===== src/rtl/nsc_pkg.sv =====
package nsc_pkg;
  typedef enum logic [1:0] {
    OP_IDLE = 2'd0,
    OP_PUSH = 2'd1,
    OP_POP  = 2'd2
  } op_e;
endpackage


===== src/rtl/nsc_seq.sv =====
module nsc_seq
  import nsc_pkg::*;
#(
  parameter int unsigned NIBS   = 4,
  parameter int unsigned STEP_W = 2
) (
  input  logic              clk_i,
  input  logic              rst_ni,
  input  logic              push_i,
  input  logic              pop_i,
  input  logic              reinit_i,
  output op_e               op_o,
  output logic [STEP_W-1:0] step_o,
  output logic              start_push_o,
  output logic              fin_push_o,
  output logic              fin_pop_o
);
  localparam logic [STEP_W-1:0] LAST_STEP = STEP_W'(NIBS - 1);

  op_e               op_q;
  logic [STEP_W-1:0] step_q;
  logic              last;

  assign last         = (op_q != OP_IDLE) && (step_q == LAST_STEP);
  assign start_push_o = (op_q == OP_IDLE) && push_i && !reinit_i;
  assign fin_push_o   = last && (op_q == OP_PUSH) && !reinit_i;
  assign fin_pop_o    = last && (op_q == OP_POP) && !reinit_i;
  assign op_o         = op_q;
  assign step_o       = step_q;

  always_ff @(posedge clk_i or negedge rst_ni) begin
    if (!rst_ni) begin
      op_q   <= OP_IDLE;
      step_q <= '0;
    end else if (reinit_i) begin
      op_q   <= OP_IDLE;
      step_q <= '0;
    end else if (op_q == OP_IDLE) begin
      step_q <= '0;
      if (push_i)     op_q <= OP_PUSH;  // push wins over pop
      else if (pop_i) op_q <= OP_POP;
    end else if (last) begin
      op_q   <= OP_IDLE;
      step_q <= '0;
    end else begin
      step_q <= step_q + 1'b1;
    end
  end

  a_r7_idle_step_zero: assert property (@(posedge clk_i) disable iff (!rst_ni)
    (op_q == OP_IDLE) |-> (step_q == '0));

  a_r8_push_wins: assert property (@(posedge clk_i) disable iff (!rst_ni)
    (op_q == OP_IDLE && push_i && pop_i && !reinit_i) |=> (op_q == OP_PUSH));

  a_r7_busy_ignores: assert property (@(posedge clk_i) disable iff (!rst_ni)
    (op_q != OP_IDLE && !last && !reinit_i) |=> (op_q == $past(op_q)));
endmodule


===== src/rtl/nsc_ptr.sv =====
module nsc_ptr #(
  parameter int unsigned SLOT_W = 4
) (
  input  logic              clk_i,
  input  logic              rst_ni,
  input  logic              dec_i,
  input  logic              inc_i,
  input  logic              reinit_i,
  output logic [SLOT_W-1:0] slot_o
);
  logic [SLOT_W-1:0] slot_q;

  always_ff @(posedge clk_i or negedge rst_ni) begin
    if (!rst_ni)       slot_q <= '1;
    else if (reinit_i) slot_q <= '1;
    else if (dec_i)    slot_q <= slot_q - 1'b1;  // wraps in the window
    else if (inc_i)    slot_q <= slot_q + 1'b1;
  end

  assign slot_o = slot_q;

  a_r10_no_dual_step: assert property (@(posedge clk_i) disable iff (!rst_ni)
    !(dec_i && inc_i));

  a_r9_reinit_top: assert property (@(posedge clk_i) disable iff (!rst_ni)
    reinit_i |=> (slot_o == '1));

  a_r7_hold_when_quiet: assert property (@(posedge clk_i) disable iff (!rst_ni)
    (!dec_i && !inc_i && !reinit_i) |=> $stable(slot_o));
endmodule


===== src/rtl/nsc_frame.sv =====
module nsc_frame #(
  parameter int unsigned PC_W   = 14,
  parameter int unsigned NIB_W  = 4,
  parameter int unsigned NIBS   = 4,
  parameter int unsigned STEP_W = 2
) (
  input  logic              clk_i,
  input  logic              rst_ni,
  input  logic              load_i,
  input  logic [PC_W-1:0]   pc_i,
  input  logic              carry_i,
  input  logic              status_i,
  input  logic              irq_i,
  input  logic [STEP_W-1:0] step_i,
  input  logic              capture_i,
  input  logic              fin_pop_i,
  input  logic [NIB_W-1:0]  rdata_i,
  output logic [NIB_W-1:0]  wdata_o,
  output logic [NIB_W-1:0]  wmask_o,
  output logic              ret_valid_o,
  output logic [PC_W-1:0]   ret_pc_o,
  output logic              ret_carry_o,
  output logic              ret_status_o
);
  localparam int unsigned FRAME_W = NIBS * NIB_W;

  logic [PC_W-1:0]    pc_q;
  logic               carry_q, status_q, irq_q;
  logic [FRAME_W-1:0] frame_w, acc_q, word_c;
  logic [NIB_W-1:0]   mask_tab [NIBS];

  always_ff @(posedge clk_i or negedge rst_ni) begin
    if (!rst_ni) begin
      pc_q     <= '0;
      carry_q  <= 1'b0;
      status_q <= 1'b0;
      irq_q    <= 1'b0;
    end else if (load_i) begin
      pc_q     <= pc_i;
      carry_q  <= carry_i;
      status_q <= status_i;
      irq_q    <= irq_i;
    end
  end

  assign frame_w = FRAME_W'({status_q, carry_q, pc_q});
  assign wdata_o = frame_w[int'(step_i)*NIB_W +: NIB_W];

  // flag bits are only written on interrupt entry
  for (genvar n = 0; n < NIBS; n++) begin : g_nib
    for (genvar b = 0; b < NIB_W; b++) begin : g_bit
      localparam int unsigned IDX = n * NIB_W + b;
      if (IDX < PC_W) begin : g_pc
        assign mask_tab[n][b] = 1'b1;
      end else begin : g_flag
        assign mask_tab[n][b] = irq_q;
      end
    end
  end
  assign wmask_o = mask_tab[step_i];

  always_comb begin
    word_c = acc_q;
    word_c[(NIBS-1)*NIB_W +: NIB_W] = rdata_i;
  end

  always_ff @(posedge clk_i or negedge rst_ni) begin
    if (!rst_ni) begin
      acc_q        <= '0;
      ret_valid_o  <= 1'b0;
      ret_pc_o     <= '0;
      ret_carry_o  <= 1'b0;
      ret_status_o <= 1'b0;
    end else begin
      if (capture_i) acc_q[int'(step_i)*NIB_W +: NIB_W] <= rdata_i;
      ret_valid_o <= fin_pop_i;
      if (fin_pop_i) begin
        ret_pc_o     <= word_c[PC_W-1:0];
        ret_carry_o  <= word_c[PC_W];
        ret_status_o <= word_c[PC_W+1];
      end
    end
  end

  a_r6_single_pulse: assert property (@(posedge clk_i) disable iff (!rst_ni)
    ret_valid_o |=> !ret_valid_o);

  a_r4_call_mask: assert property (@(posedge clk_i) disable iff (!rst_ni)
    (!irq_q && step_i == STEP_W'(NIBS-1) && !capture_i) |-> (wmask_o != '1));
endmodule


===== src/rtl/nib_stack_ctrl.sv =====
module nib_stack_ctrl
  import nsc_pkg::*;
#(
  parameter int unsigned ADDR_W = 10,
  parameter int unsigned FIX_W  = 4,
  parameter int unsigned PC_W   = 14,
  parameter int unsigned FLAG_W = 2,
  parameter int unsigned NIB_W  = 4
) (
  input  logic              clk_i,
  input  logic              rst_ni,
  input  logic              push_i,
  input  logic              push_irq_i,
  input  logic              pop_i,
  input  logic              sp_reinit_i,
  input  logic [PC_W-1:0]   pc_i,
  input  logic              carry_i,
  input  logic              status_i,
  input  logic [NIB_W-1:0]  ram_rdata_i,
  output logic [ADDR_W-1:0] sp_o,
  output logic              busy_o,
  output logic [ADDR_W-1:0] ram_addr_o,
  output logic              ram_we_o,
  output logic [NIB_W-1:0]  ram_wdata_o,
  output logic [NIB_W-1:0]  ram_wmask_o,
  output logic              ram_re_o,
  output logic              ret_valid_o,
  output logic [PC_W-1:0]   ret_pc_o,
  output logic              ret_carry_o,
  output logic              ret_status_o
);
  localparam int unsigned NIBS    = (PC_W + FLAG_W + NIB_W - 1) / NIB_W;
  localparam int unsigned LOW_W   = $clog2(NIBS);
  localparam int unsigned SLOT_W  = ADDR_W - FIX_W - LOW_W;
  localparam int unsigned SLOT_HI = ADDR_W - FIX_W - 1;
  localparam logic [FIX_W-1:0] FIX_PAT  = '1;
  localparam logic [LOW_W-1:0] LOW_TOP  = LOW_W'(NIBS - 1);

  op_e               op;
  logic [LOW_W-1:0]  step;
  logic              start_push, fin_push, fin_pop;
  logic [SLOT_W-1:0] slot, slot_above, slot_acc;

  nsc_seq #(.NIBS(NIBS), .STEP_W(LOW_W)) u_seq (
    .clk_i       (clk_i),
    .rst_ni      (rst_ni),
    .push_i      (push_i),
    .pop_i       (pop_i),
    .reinit_i    (sp_reinit_i),
    .op_o        (op),
    .step_o      (step),
    .start_push_o(start_push),
    .fin_push_o  (fin_push),
    .fin_pop_o   (fin_pop)
  );

  nsc_ptr #(.SLOT_W(SLOT_W)) u_ptr (
    .clk_i   (clk_i),
    .rst_ni  (rst_ni),
    .dec_i   (fin_push),
    .inc_i   (fin_pop),
    .reinit_i(sp_reinit_i),
    .slot_o  (slot)
  );

  nsc_frame #(.PC_W(PC_W), .NIB_W(NIB_W), .NIBS(NIBS), .STEP_W(LOW_W)) u_frame (
    .clk_i       (clk_i),
    .rst_ni      (rst_ni),
    .load_i      (start_push),
    .pc_i        (pc_i),
    .carry_i     (carry_i),
    .status_i    (status_i),
    .irq_i       (push_irq_i),
    .step_i      (step),
    .capture_i   (ram_re_o),
    .fin_pop_i   (fin_pop),
    .rdata_i     (ram_rdata_i),
    .wdata_o     (ram_wdata_o),
    .wmask_o     (ram_wmask_o),
    .ret_valid_o (ret_valid_o),
    .ret_pc_o    (ret_pc_o),
    .ret_carry_o (ret_carry_o),
    .ret_status_o(ret_status_o)
  );

  assign slot_above = slot + 1'b1;
  assign slot_acc   = (op == OP_POP) ? slot_above : slot;
  assign sp_o       = {FIX_PAT, slot, LOW_TOP};
  assign ram_addr_o = {FIX_PAT, slot_acc, LOW_TOP - step};
  assign ram_we_o   = (op == OP_PUSH);
  assign ram_re_o   = (op == OP_POP);
  assign busy_o     = (op != OP_IDLE);

  a_r10_strobe_excl: assert property (@(posedge clk_i) disable iff (!rst_ni)
    !(ram_we_o && ram_re_o) && (busy_o || (!ram_we_o && !ram_re_o)));

  a_r3_push_step: assert property (@(posedge clk_i) disable iff (!rst_ni)
    (ram_we_o && ram_addr_o[LOW_W-1:0] == '0 && !sp_reinit_i)
      |=> (sp_o[SLOT_HI:LOW_W] == SLOT_W'($past(sp_o[SLOT_HI:LOW_W]) - 1'b1)));

  a_r5_pop_step: assert property (@(posedge clk_i) disable iff (!rst_ni)
    (ram_re_o && ram_addr_o[LOW_W-1:0] == '0 && !sp_reinit_i)
      |=> (sp_o[SLOT_HI:LOW_W] == SLOT_W'($past(sp_o[SLOT_HI:LOW_W]) + 1'b1)) && ret_valid_o);

  a_r2_write_in_frame: assert property (@(posedge clk_i) disable iff (!rst_ni)
    ram_we_o |-> (ram_addr_o[ADDR_W-1:LOW_W] == sp_o[ADDR_W-1:LOW_W]));

  a_r9_reinit_sp: assert property (@(posedge clk_i) disable iff (!rst_ni)
    sp_reinit_i |=> (sp_o == '1) && !busy_o && !ret_valid_o);

  a_r6_valid_after_read: assert property (@(posedge clk_i) disable iff (!rst_ni)
    ret_valid_o |-> $past(ram_re_o));
endmodule


===== config.mk =====
export PLATFORM = sky130hd
export DESIGN_NAME = nib_stack_ctrl
export DESIGN_NICKNAME = d
export VERILOG_FILES = /design/src/rtl/nsc_pkg.sv /design/src/rtl/nsc_seq.sv /design/src/rtl/nsc_ptr.sv /design/src/rtl/nsc_frame.sv /design/src/rtl/nib_stack_ctrl.sv
export SDC_FILE = /design/constraint.sdc
export NUM_CORES = 1
export LEC_CHECK = 0
export CORE_MARGIN = 3
export CORE_UTILIZATION = 45
export CTS_CLUSTER_DIAMETER = 30
export CTS_CLUSTER_SIZE = 28
export DETAILED_ROUTE_END_ITERATION = 10
export PLACE_DENSITY = 0.75
export SLEW_MARGIN = 0
export SYNTH_ARGS = -nofsm -noshare
export SYNTH_HDL_FRONTEND = slang
export SYNTH_HIERARCHICAL = 1
export SYNTH_SLANG_ARGS = --single-unit

===== constraint.sdc =====
create_clock -name clk_i -period 3.6 [get_ports clk_i]
set_input_delay 0.36 -clock clk_i [delete_from_list [all_inputs] [get_ports clk_i]]
set_output_delay 0.36 -clock clk_i [all_outputs]
set_load 0.005 [all_outputs]

== Yosys cells after proc, flatten, opt, wreduce, memory -nomap -nowiden ==
Cells that the tools add are included.

* Register bits after elaboration: 58
* Input port bits: 26
* Output and inout bits: 48
* Word-level logic and storage cells: 55

* $add $sub $neg: 5
* Order comparisons: 1
* Eq/ne operators: 4
* Shift-type cells: 3
* Muxes and demuxes: 16
* Bitwise operators: 1
* Reduce and logical (&&, ||, !) cells: 13

{| class="wikitable"
|+ Operators by type and width
! cell !! count
|-
| $neg A4 Y34 || 1
|-
| $shift A4 B34 Y16 const A || 1
|-
| $shiftx A4 B34 Y16 || 1
|-
| $mux W4 || 6
|-
| $bwmux W16 || 1
|-
| $mux W2 || 8
|-
| $shiftx A16 B5 Y4 || 1
|-
| $bmux W4 S2 || 1
|-
| $logic_and A1 B1 Y1 || 7
|-
| $reduce_bool A3 Y1 || 2
|-
| $add A4 B1 Y4 const B || 1
|-
| $eq A2 B2 Y1 const B || 2
|-
| $ne A4 B4 Y1 const B || 1
|-
| $sub A4 B1 Y4 const B || 1
|-
| $ge A3 B3 Y1 const B || 1
|-
| $not A2 Y3 || 1
|-
| $add A2 B1 Y2 const B || 1
|-
| $eq A2 B1 Y1 const B || 1
|-
| $logic_not A2 Y1 || 1
|-
| $reduce_and A2 Y1 || 1
|-
| $reduce_bool A2 Y1 || 1
|-
| $sub A2 B2 Y2 const A || 1
|-
| $logic_not A1 Y1 || 1
|}

== Longest topological paths before layout ==
Gate-level depths: netlist (run 1).

* Word-level depth: 7
* Gate-level depth with buffers: 7
* Mapped depth without buffers: 6

== By module ==
The synthesis (run 1) kept the hierarchy.

{| class="wikitable"
|+ Modules (own cells, without submodules)
! module !! instances !! cells an instance !! area each (µm²) !! seq. area each (µm²)
|-
| nsc_frame || 1 || 131 || 1,995.7 || 1,151.1
|-
| nsc_ptr || 1 || 30 || 299.0 || 105.1
|-
| nib_stack_ctrl || 1 || 24 || 210.2 || 0.0
|-
| nsc_seq || 1 || 17 || 203.9 || 100.1
|}

== Least setup slack after synthesis (run 1) ==
Ideal clock, no wire load.

* Path type: flip-flop to flip-flop
* Start point: reg u_seq.step_q[1] (netlist: u_seq/step_o[1])
* End point: reg u_ptr.slot_q[3] (netlist: u_ptr/slot_o[3])
* Library setup time: 0.095 ns
* Data arrival time: 1.975 ns
* Data required time: 3.505 ns
* Path slack: 1.531 ns
* Cell stages (with the launch flop): 7
* Path buffers: 0
* Period minus slack after synthesis: 2.069 ns
* Path through: dfrtp_1 -> ha_1 -> and4bb_2 -> ha_1 -> a211o_1 -> a2111oi_0 -> nor4b_1

* Longest elaborated chain between the ends: 6
* Elaborated cells between the ends (all ways): 9
* Classes of those cells: 1 x eq/ne; 2 x mux; 6 x reduce/logical

{| class="wikitable"
|+ Ends and longest elaborated chain
! element !! line !! RTL
|-
| from (decl) || nsc_seq.sv:21 || <nowiki>logic [STEP_W-1:0] step_q;</nowiki>
|-
| from (signal assigned) || nsc_seq.sv:46 || <nowiki>step_q <= step_q + 1'b1;</nowiki>
|-
| $eq A2 B2 Y1 * || nsc_seq.sv:24 || <nowiki>assign last = (op_q != OP_IDLE) && (step_q == LAST_STEP);</nowiki>
|-
| $logic_and A1 B1 Y1 * || nsc_seq.sv:24 ||
|-
| $logic_and A1 B1 Y1 * (2 in series) || nsc_seq.sv:26 || <nowiki>assign fin_push_o = last && (op_q == OP_PUSH) && !reinit_i;</nowiki>
|-
| via fin_push || nib_stack_ctrl.sv:41 || <nowiki>logic start_push, fin_push, fin_pop;</nowiki>
|-
| $mux W4 || nsc_ptr.sv:16 || <nowiki>else if (dec_i) slot_q <= slot_q - 1'b1;</nowiki>
|-
| $mux W4 || nsc_ptr.sv:15 || <nowiki>else if (reinit_i) slot_q <= '1;</nowiki>
|-
| to (signal assigned) || nsc_ptr.sv:16 ||
|-
| to (signal assigned) || nsc_ptr.sv:17 || <nowiki>else if (inc_i) slot_q <= slot_q + 1'b1;</nowiki>
|-
| to (decl) || nsc_ptr.sv:11 || <nowiki>logic [SLOT_W-1:0] slot_q;</nowiki>
|}

The timed path passes the listed nets; every way through them passes the cells marked *.
A chain may end at the register's enable or synchronous reset.

== Final worst setup path (run 1) ==
* Start point: reg u_seq.step_q[0] (netlist: u_seq/step_o[0])
* End point: reg u_ptr.slot_q[3] (netlist: u_ptr/slot_o[3])

Same word-level chain as after synthesis.

==> impl_table.tex, run 1 <==
\begin{tabular}{lr}
\hline
Metric & Value \\
\hline
\multicolumn{2}{l}{\textbf{Routing}} \\
\quad Via density per instance & $\sim$5.2 \\
\quad Aggregate routed wire length & 5050 um \\
\quad Residual DRC & 0 \\
\quad Violation count after the first detailed-routing iteration & 73 \\
\quad Total number of vias & $\sim$1700 \\
\quad Number of nets with antenna violations after detailed routing & 0 \\
\quad Number of iterations in the first detailed-routing pass & 4 \\
\quad Routed WL per cell & $\sim$15 um \\
\multicolumn{2}{l}{\textbf{Clock network}} \\
\quad Number of buffers inserted for hold repair after clock tree synthesis & 0 \\
\quad Clock slew at reported path FFs & approximately 90 ps \\
\quad Number of sinks handled by clock tree synthesis & 54 \\
\quad TritonCTS Buffers & 5 \\
\quad H-Tree Depth & 2 \\
\quad CTS resizes & 0 \\
\quad Post-CTS setup buffer count & 0 \\
\quad TritonCTS clock tree & done \\
\quad Source-to-sink clock delay at the later pin of the worst-skew pair & a little over 300 ps \\
\quad CTS root buffer & sky130\_fd\_sc\_hd\_\_clkbuf\_8 \\
\quad Bufs on Longest Clock Path & 2 \\
\multicolumn{2}{l}{\textbf{Worst setup path}} \\
\quad Worst-path cell chain & ha\_1 -> and4bb\_2 -> ha\_1 -> a211o\_1 -> a2111oi\_0 -> nor4b\_1 \\
\quad Crit-path slowest cell & sky130\_fd\_sc\_hd\_\_dfrtp\_1 \\
\quad Nature of the critical path endpoint & register \\
\quad CP Class & reg2reg \\
\quad Cell seen most often among critical-path stages & sky130\_fd\_sc\_hd\_\_ha\_1 \\
\quad Buffers plus inverters on the worst setup path & 0 \\
\quad CP Launch Type & register \\
\quad Critical path fanouts, max & 18 \\
\quad Largest stage delay on the critical path & 720 ps \\
\quad Critical Path RT & between 3000 and 4000 ps \\
\quad Cell type group with the largest total delay on the critical path & flip-flops \\
\quad Critical path arrival & $\sim$2800 ps \\
\multicolumn{2}{l}{\textbf{Timing}} \\
\quad Final setup viols & 0 \\
\quad Min Clock Period, post-route & between 2000 and 3000 ps \\
\quad Headroom to the max-slew limit & slightly above 60\% \\
\quad Setup TNS & 0 ps \\
\quad Number of pins exceeding their max-slew limit in the final report & 0 \\
\quad Final clock skew & between 7 and 8 ps \\
\quad Final worst-path cycle share & a little under three quarters \\
\quad RSZ-0062 raised after global routing & false \\
\quad Count of final hold-check violations & 0 \\
\quad Highest Clock Rate & around 0.39 GHz \\
\quad Transition at the pin with the smallest max-transition slack & 582 ps \\
\multicolumn{2}{l}{\textbf{Pwr}} \\
\quad Cell leakage power & about 1.5 nW \\
\quad Power Density & slightly below 400 nW/um\^{}2 \\
\quad Max rail drop VDD & approximately 0.27 mV \\
\multicolumn{2}{l}{\textbf{Hold path}} \\
\quad Min-Delay Path Class & in2async \\
\multicolumn{2}{l}{\textbf{Final layout}} \\
\quad Number of standard cells in the final layout excluding fillers & roughly 330 \\
\quad Most frequent cells in the layout & sky130\_fd\_sc\_hd\_\_clkdlybuf4s50\_1, sky130\_fd\_sc\_hd\_\_dfrtp\_1, sky130\_fd\_sc\_hd\_\_mux2\_2, sky130\_fd\_sc\_hd\_\_conb\_1, sky130\_fd\_sc\_hd\_\_o2bb2ai\_1 \\
\quad Fill cell instance count of the final layout & 479 \\
\quad Layout Area Growth over Synthesis & 26.4\% \\
\quad Antenna diode count & 0 \\
\quad Fraction of layout instances using a drive strength above 1 & about a quarter \\
\quad Final net count & 296 \\
\quad Commonest non-fill, non-tap cell in the layout & sky130\_fd\_sc\_hd\_\_clkdlybuf4s50\_1 \\
\multicolumn{2}{l}{\textbf{Placed design}} \\
\quad Placed Cells incl. Taps & approximately 330 \\
\quad Number of I/O port buffers & 61 \\
\quad Dpl hpwl & $\sim$3800 um \\
\quad RD Place Congestion & approximately 0.76 \\
\multicolumn{2}{l}{\textbf{Floorplan}} \\
\quad Die Area & about 7000 um\^{}2 \\
\quad DIE HEIGHT & about 84 um \\
\quad Initial core utilization & 47.7\% \\
\quad Core ar. & 5680 um\^{}2 \\
\quad \# rows & 27 \\
\quad \# IOs & between 70 and 80 \\
\quad Die boundary width & 83.6 um \\
\multicolumn{2}{l}{\textbf{Global route}} \\
\quad Overall routing resource usage & 14.9\% \\
\quad Number of antenna violations at the first check in global routing & 0 \\
\quad Vias in the first global route & approximately 1800 \\
\quad Wire length of the first global-routing pass & 8380 um \\
\quad Largest net degree at the start of global routing & 30 \\
\quad Overflow left after global routing & 0 \\
\multicolumn{2}{l}{\textbf{Logic synthesis}} \\
\quad Number of synthesized flops with an enable pin & 0 \\
\quad Number of distinct library cells after synthesis & between 40 and 50 \\
\quad Asr flop ratio synth & 100\% \\
\quad \#FFs+latches synth & 54 \\
\quad Synth warn & 6 \\
\quad Syn\_area\_per\_cell & 13.4 um\^{}2 \\
\quad Gate count of the mapped netlist & a little over 200 \\
\quad Post-synthesis sequential area ratio & between 50\% and 60\% \\
\quad Synth Cell Area & between 2000 and 3000 um\^{}2 \\
\quad Top flip-flop cell by instance count after synthesis & sky130\_fd\_sc\_hd\_\_dfrtp\_1 \\
\multicolumn{2}{l}{\textbf{Outcome}} \\
\quad Status & complete, no violations \\
\multicolumn{2}{l}{\textbf{Flow run}} \\
\quad Number of maximum-capacitance constraint violations & 0 \\
\hline
\end{tabular}
==> worst reg2reg max path, cell delays in order (launching register included) <==
cell                        delay (ps)
sky130_fd_sc_hd__dfrtp_1           720
sky130_fd_sc_hd__ha_1              330
sky130_fd_sc_hd__and4bb_2          350
sky130_fd_sc_hd__ha_1              270
sky130_fd_sc_hd__a211o_1           310
sky130_fd_sc_hd__a2111oi_0         400
sky130_fd_sc_hd__nor4b_1           110
==> layer usage <==
layer	GRT usage, %	up-vias	routed length (um)
li1	-	825	-
met3	5.33	6	387
met5	0	-	0
met4	4.39	0	64
met2	24.8	59	2460
met1	18.2	853	2140
==> metrics by stage <==
stage,setup slack (ps),area (um^2),hold slack [ps],total power (W),utilization (%)
finish,1020,3420,40.8,0.00135,60.3
global route,761,3420,68.7,0.00142,60.3
CTS,1020,3420,59.6,0.00136,60.3
detailed placement,938,3320,395,0.000971,58.4
global placement,965,3320,396,0.000960,58.4
floorplan,1530,2750,64.4,0.000861,-
==> cells in the mapped netlist (2+ instances only) <==
cell | number | area, um^2
sky130_fd_sc_hd__mux2_2 | 34 | 383
sky130_fd_sc_hd__nor4b_1 | 2 | 17.5
sky130_fd_sc_hd__nand4_1 | 4 | 25.0
sky130_fd_sc_hd__nand4b_1 | 4 | 35.0
sky130_fd_sc_hd__buf_2 | 4 | 20.0
sky130_fd_sc_hd__buf_4 | 13 | 97.6
sky130_fd_sc_hd__mux4_1 | 4 | 105
sky130_fd_sc_hd__xor2_1 | 2 | 17.5
sky130_fd_sc_hd__a21oi_1 | 2 | 10.0
sky130_fd_sc_hd__nand2_1 | 7 | 26.3
sky130_fd_sc_hd__dfstp_2 | 4 | 105
sky130_fd_sc_hd__ha_1 | 8 | 100
sky130_fd_sc_hd__xnor2_1 | 2 | 17.5
sky130_fd_sc_hd__nor2_1 | 4 | 15.0
sky130_fd_sc_hd__nand2b_1 | 2 | 12.5
sky130_fd_sc_hd__nor4_1 | 2 | 12.5
sky130_fd_sc_hd__conb_1 | 2 | 7.51
sky130_fd_sc_hd__o2bb2ai_1 | 12 | 105
sky130_fd_sc_hd__buf_6 | 3 | 33.8
sky130_fd_sc_hd__or3b_2 | 2 | 17.5
sky130_fd_sc_hd__inv_1 | 8 | 30.0
sky130_fd_sc_hd__nand3_1 | 4 | 20.0
sky130_fd_sc_hd__dfrtp_1 | 50 | 1250
==> path summary, 6_finish.rpt <==
| kind | startpoint | to | slack [ps] | cells past startpoint |
|---|---|---|---|---|
| max reg2reg | u_seq/step_o[0]$_DFF_PN0_ | u_ptr/slot_o[3]$_DFFE_PN1P_ | 1020 | 6 |
| min in group clk_i | u_frame/acc_q[9]$_DFFE_PN0P_ | u_frame/acc_q[9]$_DFFE_PN0P_ | 490 | 1 |
| min reg2reg | u_frame/acc_q[9]$_DFFE_PN0P_ | u_frame/acc_q[9]$_DFFE_PN0P_ | 490 | 1 |
| max | u_seq/step_o[0]$_DFF_PN0_ | u_ptr/slot_o[3]$_DFFE_PN1P_ | 1020 | 6 |
| min | rst_ni | u_frame/pc_q[3]$_DFFE_PN0P_ | 40 | 1 |
| max in group asynchronous | rst_ni | u_ptr/slot_o[0]$_DFFE_PN1P_ | 2740 | 2 |
==> cell type report <==
cell class / count / area (um^2) / share of cell area, %
clock buffers: 5 / 68.8 / 2.01
clock inverters: 3 / 40.0 / 1.17
inverters: 8 / 30.0 / 0.877
multi-input cells: 128 / 1210 / 35.4
flip-flops and latches: 54 / 1360 / 39.6
well taps: 72 / 90.1 / 2.63
repair buffers: 64 / 628 / 18.3
==> report_power, final <==
group	total (W)	switching, W	internal (W)
registers	0.000716	0.0000433	0.000673
clock network	0.000397	0.000192	0.000205
logic	0.000238	0.0000841	0.000154
==> kinds of logic (layout without fill, tap and decap cells) <==
| group | count (synthesis) | count (layout) | share of synthesized area (%) |
|---|---|---|---|
| AO/OA/AOI/OAI | 20 | 20 | 6.10 |
| multiplexers | 39 | 39 | 18.6 |
| XOR/XNOR | 5 | 5 | 1.89 |
| flip-flops | 54 | 54 | 50.1 |
| other | 2 | 12 | 0.277 |
| AND/OR/NAND/NOR | 43 | 43 | 11.3 |
| buffers and inverters | 30 | 80 | 7.39 |
| adder cells (fa/ha/maj) | 9 | 9 | 4.43 |
==> sequential cells by signal, indices dropped and copies added (netlist names) <==
name	flops
u_frame/acc_q	12
u_frame/pc_q	14
u_frame/ret_pc_o	14
u_frame/ret_status_o	1
u_frame/ret_carry_o	1
u_frame/ret_valid_o	1
u_ptr/slot_o	4
u_seq/step_o	2
u_frame/status_q	1
u_frame/irq_q	1
u_frame/carry_q	1
u_seq/op_o	2
(Power assumes the default switching activity.)
==> run 2, diff against run 1 <==
==> constraint.sdc (replaced) <==
create_clock -name clk_i -period 2.62 [get_ports clk_i]
set_input_delay 0.262 -clock clk_i [delete_from_list [all_inputs] [get_ports clk_i]]
set_output_delay 0.262 -clock clk_i [all_outputs]
set_load 0.005 [all_outputs]
==> run 2 against run 1 <==
Effect of this change: global-route usage is 0.27 points lower; flip-flop and latch count unchanged; non-clock buffer count grew 4; die area did not move; clock power grew 40%; sequential power is 36% higher; worst setup slack worse by 790 ps; combinational power is 43% higher; hold slack improved by 450 ps; critical path type is now reg2out; largest cell class unchanged; highest routed layer unchanged.
==> impl_table.tex, run 2 (synthesis results as in run 1) <==
\begin{tabular}{lr}
\hline
Metric & Value \\
\hline
\multicolumn{2}{l}{\textbf{Outcome}} \\
\quad Status & complete, no violations \\
\multicolumn{2}{l}{\textbf{Floorplan}} \\
\quad Die Area & between 6000 and 7000 um\^{}2 \\
\quad Initial core utilization & 47.7\% \\
\quad \# rows & 27 \\
\quad Core ar. & 5680 um\^{}2 \\
\quad DIE HEIGHT & around 84 um \\
\quad Die boundary width & $\sim$84 um \\
\quad \# IOs & 74 \\
\multicolumn{2}{l}{\textbf{Worst setup path}} \\
\quad Critical Path RT & about 2400 ps \\
\quad Nature of the critical path endpoint & primary output \\
\quad Critical path fanouts, max & 20 \\
\quad CP Launch Type & register \\
\quad CP Class & reg2out \\
\quad Critical path arrival & between 2000 and 2500 ps \\
\quad Number of cells on the worst reg-to-reg path & 6 \\
\multicolumn{2}{l}{\textbf{Routing}} \\
\quad Number of iterations in the first detailed-routing pass & 4 \\
\quad Routed WL per cell & 14.6 um \\
\quad Residual DRC & 0 \\
\quad Aggregate routed wire length & 4930 um \\
\quad Total number of vias & between 1500 and 2000 \\
\quad Violation count after the first detailed-routing iteration & approximately 100 \\
\quad Number of nets with antenna violations after detailed routing & 0 \\
\quad Via density per instance & about 5.2 \\
\multicolumn{2}{l}{\textbf{Final layout}} \\
\quad Fraction of layout instances using a drive strength above 1 & 24.8\% \\
\quad Most frequent cells in the layout & sky130\_fd\_sc\_hd\_\_clkdlybuf4s50\_1, sky130\_fd\_sc\_hd\_\_dfrtp\_1, sky130\_fd\_sc\_hd\_\_mux2\_2, sky130\_fd\_sc\_hd\_\_conb\_1, sky130\_fd\_sc\_hd\_\_o2bb2ai\_1 \\
\quad Registers with the highest flip-flop counts & u\_frame/pc\_q x14, u\_frame/ret\_pc\_o x14, u\_frame/acc\_q x12 \\
\quad Antenna diode count & 0 \\
\quad Area occupied by multi-input gates & 1210 um\^{}2 \\
\quad Commonest non-fill, non-tap cell in the layout & sky130\_fd\_sc\_hd\_\_clkdlybuf4s50\_1 \\
\quad Fill cell instance count of the final layout & 477 \\
\quad Sequential Area & $\sim$1400 um\^{}2 \\
\quad Final net count & 300 \\
\quad Layout Area Growth over Synthesis & 28.2\% \\
\multicolumn{2}{l}{\textbf{Pwr}} \\
\quad Max rail drop VDD & $\sim$0.33 mV \\
\quad Switching portion of total power & between 20\% and 30\% \\
\quad Clock Power Share & 29.7\% \\
\quad Net Sw Power & about 0.00044 W \\
\quad Power share of the sequential group & 52.1\% \\
\quad Internal power summed over all cells & 0.00143 W \\
\quad Logic gate share of total power & between 10\% and 20\% \\
\quad Cell leakage power & 1.48 nW \\
\quad Power Density & approximately 540 nW/um\^{}2 \\
\multicolumn{2}{l}{\textbf{Clock network}} \\
\quad Source-to-sink clock delay at the later pin of the worst-skew pair & approximately 300 ps \\
\quad Number of sinks handled by clock tree synthesis & 54 \\
\quad TritonCTS Buffers & 5 \\
\quad TritonCTS clock tree & done \\
\quad CTS root buffer & sky130\_fd\_sc\_hd\_\_clkbuf\_8 \\
\quad H-Tree Depth & 2 \\
\quad Clock slew at reported path FFs & about 100 ps \\
\quad Bufs on Longest Clock Path & 2 \\
\quad CTS resizes & 0 \\
\multicolumn{2}{l}{\textbf{Timing}} \\
\quad Setup TNS & 0 ps \\
\quad Number of pins exceeding their max-slew limit in the final report & 0 \\
\quad Transition at the pin with the smallest max-transition slack & between 600 and 700 ps \\
\quad Final clock skew & 5.49 ps \\
\quad Final setup viols & 0 \\
\quad Highest Clock Rate & 0.418 GHz \\
\quad Final worst-path cycle share & about nine tenths \\
\quad Min Clock Period, post-route & around 2400 ps \\
\quad Count of final hold-check violations & 0 \\
\quad Headroom to the max-slew limit & about three fifths \\
\quad Setup WS post-layout & roughly 230 ps \\
\quad RSZ-0062 raised after global routing & false \\
\multicolumn{2}{l}{\textbf{Global route}} \\
\quad Vias in the first global route & $\sim$1700 \\
\quad Largest net degree at the start of global routing & 29 \\
\quad Overflow left after global routing & 0 \\
\quad Number of antenna violations at the first check in global routing & 0 \\
\quad Overall routing resource usage & between 10\% and 20\% \\
\quad Wire length of the first global-routing pass & just over 8000 um \\
\multicolumn{2}{l}{\textbf{Flow run}} \\
\quad Number of maximum-capacitance constraint violations & 0 \\
\multicolumn{2}{l}{\textbf{Hold path}} \\
\quad Min-Delay Path Class & in2async \\
\multicolumn{2}{l}{\textbf{Placed design}} \\
\quad Worst setup slack before clock tree synthesis & $\sim$340 ps \\
\quad Dpl hpwl & 3640 um \\
\quad RD Place Congestion & 0.767 \\
\quad Number of I/O port buffers & a little over 60 \\
\hline
\end{tabular}
==> run 2: cell types whose count changed in the layout (fill, tap and decap cells not counted) <==
cell,before,now
sky130_fd_sc_hd__buf_4,3,5
sky130_fd_sc_hd__inv_6,0,1
sky130_fd_sc_hd__clkinv_2,2,1
sky130_fd_sc_hd__buf_12,0,1
sky130_fd_sc_hd__dlygate4sd3_1,0,1
==> run 2: final cells by class <==
cell class / count / share of cell area [%]
Clock buffer: 5 / 1.98
Clock inverter: 3 / 1.26
Inverter: 8 / 0.865
Multi-Input combinational cell: 128 / 34.9
Sequential cell: 54 / 39.0
Tap cell: 72 / 2.59
Timing Repair Buffer: 68 / 19.4
==> run 2: timing repair <==
item	CTS	global route
buffers inserted	0	0
hold buffers	1	0
hold endpoints to repair	24	0
==> run 2: path summary, 6_finish.rpt <==
kind | startpoint | endpoint | slack, ps
max in group asynchronous | rst_ni | u_ptr/slot_o[3]$_DFFE_PN1P_ | 1490
min | rst_ni | u_frame/acc_q[6]$_DFFE_PN0P_ | 500
min in group clk_i | u_frame/acc_q[6]$_DFFE_PN0P_ | u_frame/acc_q[6]$_DFFE_PN0P_ | 500
max | u_seq/op_o[1]$_DFFE_PN0P_ | ram_addr_o[5] | 230
max reg2reg | u_seq/step_o[0]$_DFF_PN0_ | u_ptr/slot_o[3]$_DFFE_PN1P_ | 460
min reg2reg | u_frame/acc_q[6]$_DFFE_PN0P_ | u_frame/acc_q[6]$_DFFE_PN0P_ | 500
==> run 2: stage by stage <==
| stage | total power [W] | area, um^2 | hold slack [ps] | instances | util, % |
|---|---|---|---|---|---|
| floorplan | 0.00118 | 2750 | -33.6 | 212 | - |
| global placement | 0.00133 | 3350 | 309 | 329 | 59.0 |
| detailed placement | 0.00134 | 3350 | 316 | 329 | 59.0 |
| CTS | 0.00190 | 3470 | 500 | 338 | 61.2 |
| global route | 0.00198 | 3470 | 525 | 338 | 61.2 |
| finish | 0.00187 | 3470 | 495 | 338 | 61.2 |
==> run 2: power by group through the flow <==
stage	logic, W	clock network, W	registers (W)
floorplan	0.000208	0	0.000975
global placement	0.000337	0	0.000989
detailed placement	0.000343	0	0.000993
CTS	0.000346	0.000577	0.000976
global route	0.000373	0.000616	0.000987
finish	0.000340	0.000556	0.000974
==> run 2: critical path: stages, from the launching register on <==
cell	delay, ps
sky130_fd_sc_hd__dfrtp_1	520
sky130_fd_sc_hd__nor2b_4	510
sky130_fd_sc_hd__nand4_4	150
sky130_fd_sc_hd__xnor2_2	140
sky130_fd_sc_hd__clkdlybuf4s50_1	510
==> run 2: routing by layer <==
layer	GRT usage (%)	vias up	wire length (um)
met5	0	-	0
met4	3.51	0	25
li1	-	843	-
met2	23.1	57	2270
met1	19.3	851	2240
met3	5.23	2	394
==> run 3, diff against run 2 <==
--- a/config.mk
+++ b/config.mk
@@ -11,7 +11,7 @@
 export CTS_CLUSTER_SIZE = 28
 export DETAILED_ROUTE_END_ITERATION = 10
 export PLACE_DENSITY = 0.75
-export SLEW_MARGIN = 0
+export SLEW_MARGIN = 20
 export SYNTH_ARGS = -nofsm -noshare
 export SYNTH_HDL_FRONTEND = slang
 export SYNTH_HIERARCHICAL = 1
==> results of run 3 <==
No change in the layout: final DEF, timing and power equal those of run 2.
